**src/rtl/aa_pkg.sv**
```systemverilog
package aa_pkg;

    localparam int FLG_Z = 3;
    localparam int FLG_N = 2;
    localparam int FLG_H = 1;
    localparam int FLG_C = 0;
    localparam int FLG_W = 4;

    typedef enum logic [2:0] {
        OP_PAIR_ADD = 3'd0,
        OP_INC      = 3'd1,
        OP_DEC      = 3'd2,
        OP_OFS_SP   = 3'd3,
        OP_OFS_PAIR = 3'd4
    } aa_op_e;

    typedef struct packed {
        logic use_b;
        logic use_ofs;
        logic step_up;
        logic step_dn;
        logic to_sp;
    } aa_ctl_t;

endpackage

```
**src/rtl/aa_opdecode.sv**
```systemverilog
module aa_opdecode
    import aa_pkg::*;
(
    input  logic [2:0] op,
    output aa_ctl_t    ctl
);

    always_comb begin
        ctl = '0;
        case (op)
            OP_PAIR_ADD: ctl.use_b   = 1'b1;
            OP_INC:      ctl.step_up = 1'b1;
            OP_DEC:      ctl.step_dn = 1'b1;
            OP_OFS_SP: begin
                ctl.use_ofs = 1'b1;
                ctl.to_sp   = 1'b1;
            end
            OP_OFS_PAIR: ctl.use_ofs = 1'b1;
            default:     ctl = '0;
        endcase
    end

endmodule

```
**src/rtl/aa_adder16.sv**
```systemverilog
module aa_adder16
    import aa_pkg::*;
#(
    parameter int W  = 16,
    parameter int DW = 8
) (
    input  aa_ctl_t        ctl,
    input  logic [W-1:0]   a,
    input  logic [W-1:0]   b,
    input  logic [DW-1:0]  d,
    output logic [W-1:0]   sum,
    output logic [W-1:0]   cout
);

    localparam int EXT = W - DW;

    logic [W-1:0] opb;
    logic [W:0]   full;
    logic [W-1:0] cin;

    always_comb begin
        if (ctl.use_b)
            opb = b;
        else if (ctl.use_ofs)
            opb = {{EXT{d[DW-1]}}, d};
        else if (ctl.step_up)
            opb = W'(1);
        else if (ctl.step_dn)
            opb = '1;
        else
            opb = '0;
    end

    assign full = {1'b0, a} + {1'b0, opb};
    assign sum  = full[W-1:0];
    assign cin  = a ^ opb ^ full[W-1:0];

    genvar k;
    generate
        for (k = 0; k < W; k++) begin : g_cout
            if (k == W - 1) begin : g_top
                assign cout[k] = full[W];
            end else begin : g_mid
                assign cout[k] = cin[k+1];
            end
        end
    endgenerate

endmodule

```
**src/rtl/aa_flaggen.sv**
```systemverilog
module aa_flaggen
    import aa_pkg::*;
#(
    parameter int W  = 16,
    parameter int DW = 8
) (
    input  aa_ctl_t           ctl,
    input  logic [W-1:0]      cout,
    input  logic [FLG_W-1:0]  f_in,
    output logic [FLG_W-1:0]  keep,
    output logic [FLG_W-1:0]  f_out
);

    localparam int HC_PAIR = W - 5;
    localparam int CY_PAIR = W - 1;
    localparam int HC_OFS  = DW / 2 - 1;
    localparam int CY_OFS  = DW - 1;

    logic [FLG_W-1:0] calc;

    always_comb begin
        calc = '0;
        keep = '1;
        if (ctl.use_b) begin
            keep        = '0;
            keep[FLG_Z] = 1'b1;
            calc[FLG_H] = cout[HC_PAIR];
            calc[FLG_C] = cout[CY_PAIR];
        end else if (ctl.use_ofs) begin
            keep        = '0;
            calc[FLG_H] = cout[HC_OFS];
            calc[FLG_C] = cout[CY_OFS];
        end
    end

    genvar i;
    generate
        for (i = 0; i < FLG_W; i++) begin : g_merge
            assign f_out[i] = keep[i] ? f_in[i] : calc[i];
        end
    endgenerate

endmodule

```
**src/rtl/addr_offset_adder.sv**
```systemverilog
module addr_offset_adder
    import aa_pkg::*;
#(
    parameter int W  = 16,
    parameter int DW = 8
) (
    input  logic [2:0]       op_sel,
    input  logic [W-1:0]     opnd_a,
    input  logic [W-1:0]     opnd_b,
    input  logic [DW-1:0]    disp,
    input  logic [FLG_W-1:0] flags_in,
    output logic [W-1:0]     sum_out,
    output logic [FLG_W-1:0] flags_keep,
    output logic [FLG_W-1:0] flags_out,
    output logic             to_sp
);

    aa_ctl_t      ctl;
    logic [W-1:0] cout;

    aa_opdecode i_dec (
        .op  (op_sel),
        .ctl (ctl)
    );

    aa_adder16 #(.W(W), .DW(DW)) i_add (
        .ctl  (ctl),
        .a    (opnd_a),
        .b    (opnd_b),
        .d    (disp),
        .sum  (sum_out),
        .cout (cout)
    );

    aa_flaggen #(.W(W), .DW(DW)) i_flg (
        .ctl   (ctl),
        .cout  (cout),
        .f_in  (flags_in),
        .keep  (flags_keep),
        .f_out (flags_out)
    );

    assign to_sp = ctl.to_sp;

endmodule

```
**config.mk**
```make
export PLATFORM = sky130hd
export DESIGN_NAME = addr_offset_adder
export DESIGN_NICKNAME = d
export VERILOG_FILES = /design/src/rtl/aa_pkg.sv /design/src/rtl/aa_opdecode.sv /design/src/rtl/aa_adder16.sv /design/src/rtl/aa_flaggen.sv /design/src/rtl/addr_offset_adder.sv
export SDC_FILE = /design/constraint.sdc
export NUM_CORES = 1
export LEC_CHECK = 0
export CORE_MARGIN = 8
export CORE_UTILIZATION = 44
export DETAILED_ROUTE_END_ITERATION = 12
export PLACE_DENSITY = 0.95
export SETUP_SLACK_MARGIN = 0.02
export SLEW_MARGIN = 5
export SYNTH_ARGS = -nofsm -noshare
export SYNTH_HDL_FRONTEND = slang
export SYNTH_HIERARCHICAL = 1
export SYNTH_SLANG_ARGS = --single-unit
```
**constraint.sdc**
```tcl
create_clock -name vclk -period 7.5
set_input_delay 1.5 -clock vclk [all_inputs]
set_output_delay 1.5 -clock vclk [all_outputs]
set_load 0.01 [all_outputs]
```
Yosys cells after proc, flatten, opt, wreduce, memory -nomap -nowiden:

Cells that the tools add are included.

* output and inout bits: 25
* logic and storage cells: 26
* input port bits: 47
* flip-flop bits (word level): 0

* eq/ne operators: 4
* mux-type cells: 17
* reduce and logical (&&, ||, !) cells: 2
* bitwise logic cells: 2
* add/subtract/negate cells: 1

Operator list (count)
* $mux W16: 4
* $xor A13 B13 Y13: 2
* $add A16 B16 Y17: 1
* $mux W1: 9
* $mux W4: 2
* $eq A3 B2 Y1 const B: 2
* $mux W2: 2
* $eq A3 B1 Y1 const B: 1
* $eq A3 B3 Y1 const B: 1
* $logic_not A3 Y1: 1
* $reduce_or A2 Y1: 1

Longest topological paths before layout:

Gate-level depths: netlist of run 1.

* word-level depth: 11
* mapped depth: 16
* mapped depth without buffers: 15

Hierarchy:

The synthesis of run 1 kept the hierarchy.

By module, submodules not included
* aa_adder16: area each 1173.6 sq um, sequential area each 0.0 sq um, cells each 179, instances 1
* aa_flaggen: area each 75.1 sq um, sequential area each 0.0 sq um, cells each 12, instances 1
* aa_opdecode: area each 40.0 sq um, sequential area each 0.0 sq um, cells each 7, instances 1

Worst setup path before layout of run 1:

OpenSTA, ideal clock, no wires.

* kind: in2out
* start: input port op_sel[0]
* end: output port sum_out[14]
* stages on the path: 12
* arrival: 4.700 ns
* data required time: 6.000 ns
* slack: 1.300 ns
* path buffers: 1
* cells stage by stage: nand2b_1 > o22ai_1 > buf_2 > nor3b_2 > a211oi_1 > a21oi_1 > ha_1 > a21oi_4 > o31ai_2 > a221o_1 > or2_4 > o311ai_1

RTL lines
* start: declaration: RTL line addr_offset_adder.sv:7 `input logic [2:0] op_sel,`
* end: declaration: RTL line addr_offset_adder.sv:12 `output logic [W-1:0] sum_out,`

==> metrics.txt, run 1 <==
Hold Path End flags_out[2]; antenna diode count 0; min Tclk post-route 6900 ps; Synth Instances 194; max-slew violation count 0; Critical Path Source op_sel[0]; Slew @ Worst Pin 414.4 ps; CP top delay family buffers and inverters; initial antenna violation count 0; DRC Markers 0; first-pass GRT wire length 7238 um; GPL Wtd Cong 0.9081; max cap viols 0; final net count 326; Pre-Repair DR Iteration Count 4; worst-path fanout max 14; drt wl/cell 14.93 um; DIE WIDTH 69.59 um; Cell Rows 19; Cell Pwr Density 111.2 nW/um^2; most frequent cells in the layout 72 x clkdlybuf4s50_1, 25 x a21oi_1, 19 x inv_1, 17 x nand2_1, 16 x ha_1; FF+latch area 0 um^2; crit end category output pin; drt via density 5.653; status completed; critical path class input pin to output pin; cts hold-fix bufs 0; DRT iter0 DRCs 97; final setup violation count 0; fin util 73.41%; Final Routed Wirelength 4345 um; Synth Cell Area 1264 um^2; warnings from Yosys 6; clock buffers 0; Crit path required time 6000 ps; Top Ports 72; Crit-path slowest cell clkdlybuf4s50_1; Core Region 2734 um^2; Slew HR 72.25%; Mapped Nets 258; Avg Cell Area, Syn 6.514 um^2; FFs & Latches 0; HP Class input pin to output pin; crit share post-route 92.00%; RSZ-0062 raised after global routing no; vias in the first global route 1629; largest vdd supply drop 92.38 uV; Cells on Worst Hold Path 3; setup TNS 0 ps; share of cells above drive strength 1 6.538%; antenna-violating nets left 0; CP max stage delay 580 ps; Placed Cells incl. Taps 291; vias 1645; FMAX 144.9 MHz; fill count 212; Critical Path Source Type input pin; Fin. Hold Viols 0; grt ovf 0; Area Overhead vs Synth 58.81%; detailed-placement wirelength estimate 3711 um; Buf/Inv on CP 4; Die Area 4843 um^2; commonest non-fill, non-tap cell in the layout clkdlybuf4s50_1; die height 69.59 um; largest net degree at the start of global routing 31; Starting Density 46.22%; min-delay src flags_in[2]; postcts setup bufs 0; crit-path cells clkdlybuf4s50_1 -> nand2b_1 -> o22ai_1 -> buf_4 -> nor3b_2 -> a211oi_1 -> buf_4 -> a21oi_1 -> ha_1 -> a21oi_4 -> o31ai_2 -> a221o_1 -> or2_4 -> o311ai_1 -> clkdlybuf4s50_1; Leakage 0.9028 nW; Post-CTS Resized 0; fin cells 291; GRT Total Usage 16.54%; number of I/O port buffers 72; critical path arrival 5400 ps
==> metrics by stage <==
step                      instance area (um^2)  hold slack (ps)  total power [mW]  worst slack [ps]
after floorplan                           1264             3048            0.1211              1319
after global placement                    2007             3997            0.2182             772.8
after detailed placement                  2007             4013            0.2218             601.7
after CTS                                 2007             4018            0.2236             602.9
after global routing                      2007             4020            0.2428             340.4
final                                     2007             4005            0.2233             599.7
==> metal layers <==
layer,wire [um],global-route usage [%],vias up
li1,-,-,842
met1,1802,18.78,736
met2,2173,30.74,63
met3,325,4.292,4
met4,43,1.595,0
met5,0,0,-
==> layout make-up <==
type	count	area [um^2]	share of cell area, %
timing repair buffer	75	743.2	37.03
tap	31	38.79	1.933
multi-input combinational	166	1154	57.48
inverter	19	71.32	3.554
==> worst max-delay path by stage <==
stage          cells after the start     endpoint
2_1_floorplan                     12  sum_out[14]
3_3_place_gp                      15  sum_out[14]
3_5_place_dp                      15  sum_out[14]
4_1_cts                           15  sum_out[14]
5_1_grt                           15  sum_out[14]
6_report                          15  sum_out[14]
==> tightest hold or removal path, delay by kind of cell <==
kind | cells | cell delay [ps]
and+or+nand+nor | 1 | 130
buffers and inverters | 2 | 880
==> power breakdown <==
part | total (mW) | internal [mW] | switching [mW] | leakage, nW
clock network | 0 | 0 | 0 | 0
registers | 0 | 0 | 0 | 0
logic | 0.223 | 0.120 | 0.103 | 0.903
No activity file was read; power rests on OpenSTA's default activity.
==> run 2: changes to the inputs <==
Settings changed: CORE_UTILIZATION 44 to 37, PLACE_DENSITY 0.95 to 0.93.
Clock period 7.5 ns to 6 ns, I/O delays scaled along.
==> run 2 against run 1 <==
Effect of this change:
- hold slack got worse by 780 ps
- via count increased by 6.7%
- final cell count increased by 13%
- core utilization decreased by 6.2 points
- power increased by 37%
- non-clock buffer count increased by 23
- largest cell class unchanged
- sequential share of layout area unchanged
- sequential cell count unchanged
- worst setup slack got worse by 220 ps
- die area increased by 14%
- routed wire length increased by 9.0%
- cell area increased by 11%
==> metrics.txt, run 2 (synthesized netlist as in run 1, its figures left out) <==
status completed; Crit path required time 4800 ps; critical path arrival 4430 ps; FMAX 177.8 MHz; Starting Density 38.17%; first-pass GRT wire length 7652 um; crit-path cells dlymetal6s2s_1 -> nand2b_1 -> o22ai_2 -> buf_4 -> nor2_1 -> a21oi_1 -> o21ai_0 -> ha_2 -> inv_1 -> fa_1 -> nor2b_1 -> o21a_1 -> o2111ai_1 -> nand3_1 -> a21o_1 -> mux2i_1 -> o21ai_1 -> clkdlybuf4s50_1; final net count 349; fin cells 329; Slew HR 72.35%; Core Region 3311 um^2; GPL Wtd Cong 0.9342; commonest non-fill, non-tap cell in the layout clkdlybuf4s50_1; fill count 286; crit end category output pin; final setup violation count 0; die height 74.44 um; antenna-violating nets left 0; Fin. Hold Viols 0; GRT Total Usage 16.56%; Final Routed Wirelength 4737 um; fin util 67.20%; DRT iter0 DRCs 94; Cell Rows 21; Critical Path Source op_sel[0]; DIE WIDTH 74.44 um; detailed-placement wirelength estimate 4001 um; initial antenna violation count 0; CP top delay family buffers and inverters; Leakage 1.047 nW; max cap viols 0; drt wl/cell 14.40 um; largest vdd supply drop 90.04 uV; grt ovf 0; Placed Cells incl. Taps 326; Cell Pwr Density 137.4 nW/um^2; final worst slack 374.7 ps; area of the multi-input gates 1172 um^2; pre-CTS setup slack 9.426 ps; min Tclk post-route 5625 ps; CP max stage delay 570 ps; drt via density 5.337; Buf/Inv on CP 4; critical path class input pin to output pin; largest net degree at the start of global routing 16; setup TNS 0 ps; RSZ-0062 raised after global routing no; Critical Path Source Type input pin; Crit-path slowest cell clkdlybuf4s50_1; FFs & Latches 0; max-slew violation count 0; post-route cell area 2225 um^2; worst-path fanout max 7; most frequent cells in the layout 69 x clkdlybuf4s50_1, 26 x buf_4, 25 x a21oi_1, 19 x inv_1, 17 x nand2_1; Slew @ Worst Pin 412.9 ps; antenna diode count 0; share of cells above drive strength 1 15.55%; Post-Place Cell Area 2176 um^2; Pre-Repair DR Iteration Count 4; clock buffers 0; min-delay src op_sel[0]; crit share post-route 93.76%; Top Ports 72; vias 1756; DRC Markers 0; FF+latch area 0 um^2; HP Class input pin to output pin; Die Area 5541 um^2; Area Overhead vs Synth 76.04%; number of I/O port buffers 72; vias in the first global route 1808
## run 2: power breakdown
group	total (mW)	internal, mW	switching, mW
registers	0	0	0
logic	0.306	0.170	0.136
clock network	0	0	0
total	0.306	0.170	0.136
## run 2: final timing paths
check      endpoint  cells past startpoint
max    flags_out[0]                     18
min           to_sp                      4
## run 2: repair_timing
action | in CTS | in global routing
resized for setup | 0 | 8
setup endpoints to repair | 2 | 11
hold buffers | 0 | 0
buffers inserted | 3 | 0
## run 2: metrics by stage
step / total power, mW / hold slack (ps)
finish: 0.3057 / 3229
CTS: 0.3053 / 3399
global placement: 0.2948 / 3396
floorplan: 0.1514 / 2448
global route: 0.3314 / 3269
detailed placement: 0.3011 / 3400
## run 2: final cells by class
type,count,share of cell area [%]
Tap cell,46,2.587
Multi-Input combinational cell,166,52.70
Timing Repair Buffer,98,41.51
Inverter,19,3.206
## run 2: routing by layer
layer  up-vias  track usage [%]  share of wire, %
met4         0            5.217               2.6
met3        12            3.100               7.7
met1       778            18.81                40
met2        79            30.01                49
li1        887                -                 -
met5         -                0                 0
## run 2: tightest hold or removal path, cell delays in order
cell             delay [ps]
dlymetal6s2s_1          180
nand2_1                 120
nor2_1                   50
clkdlybuf4s50_1         480
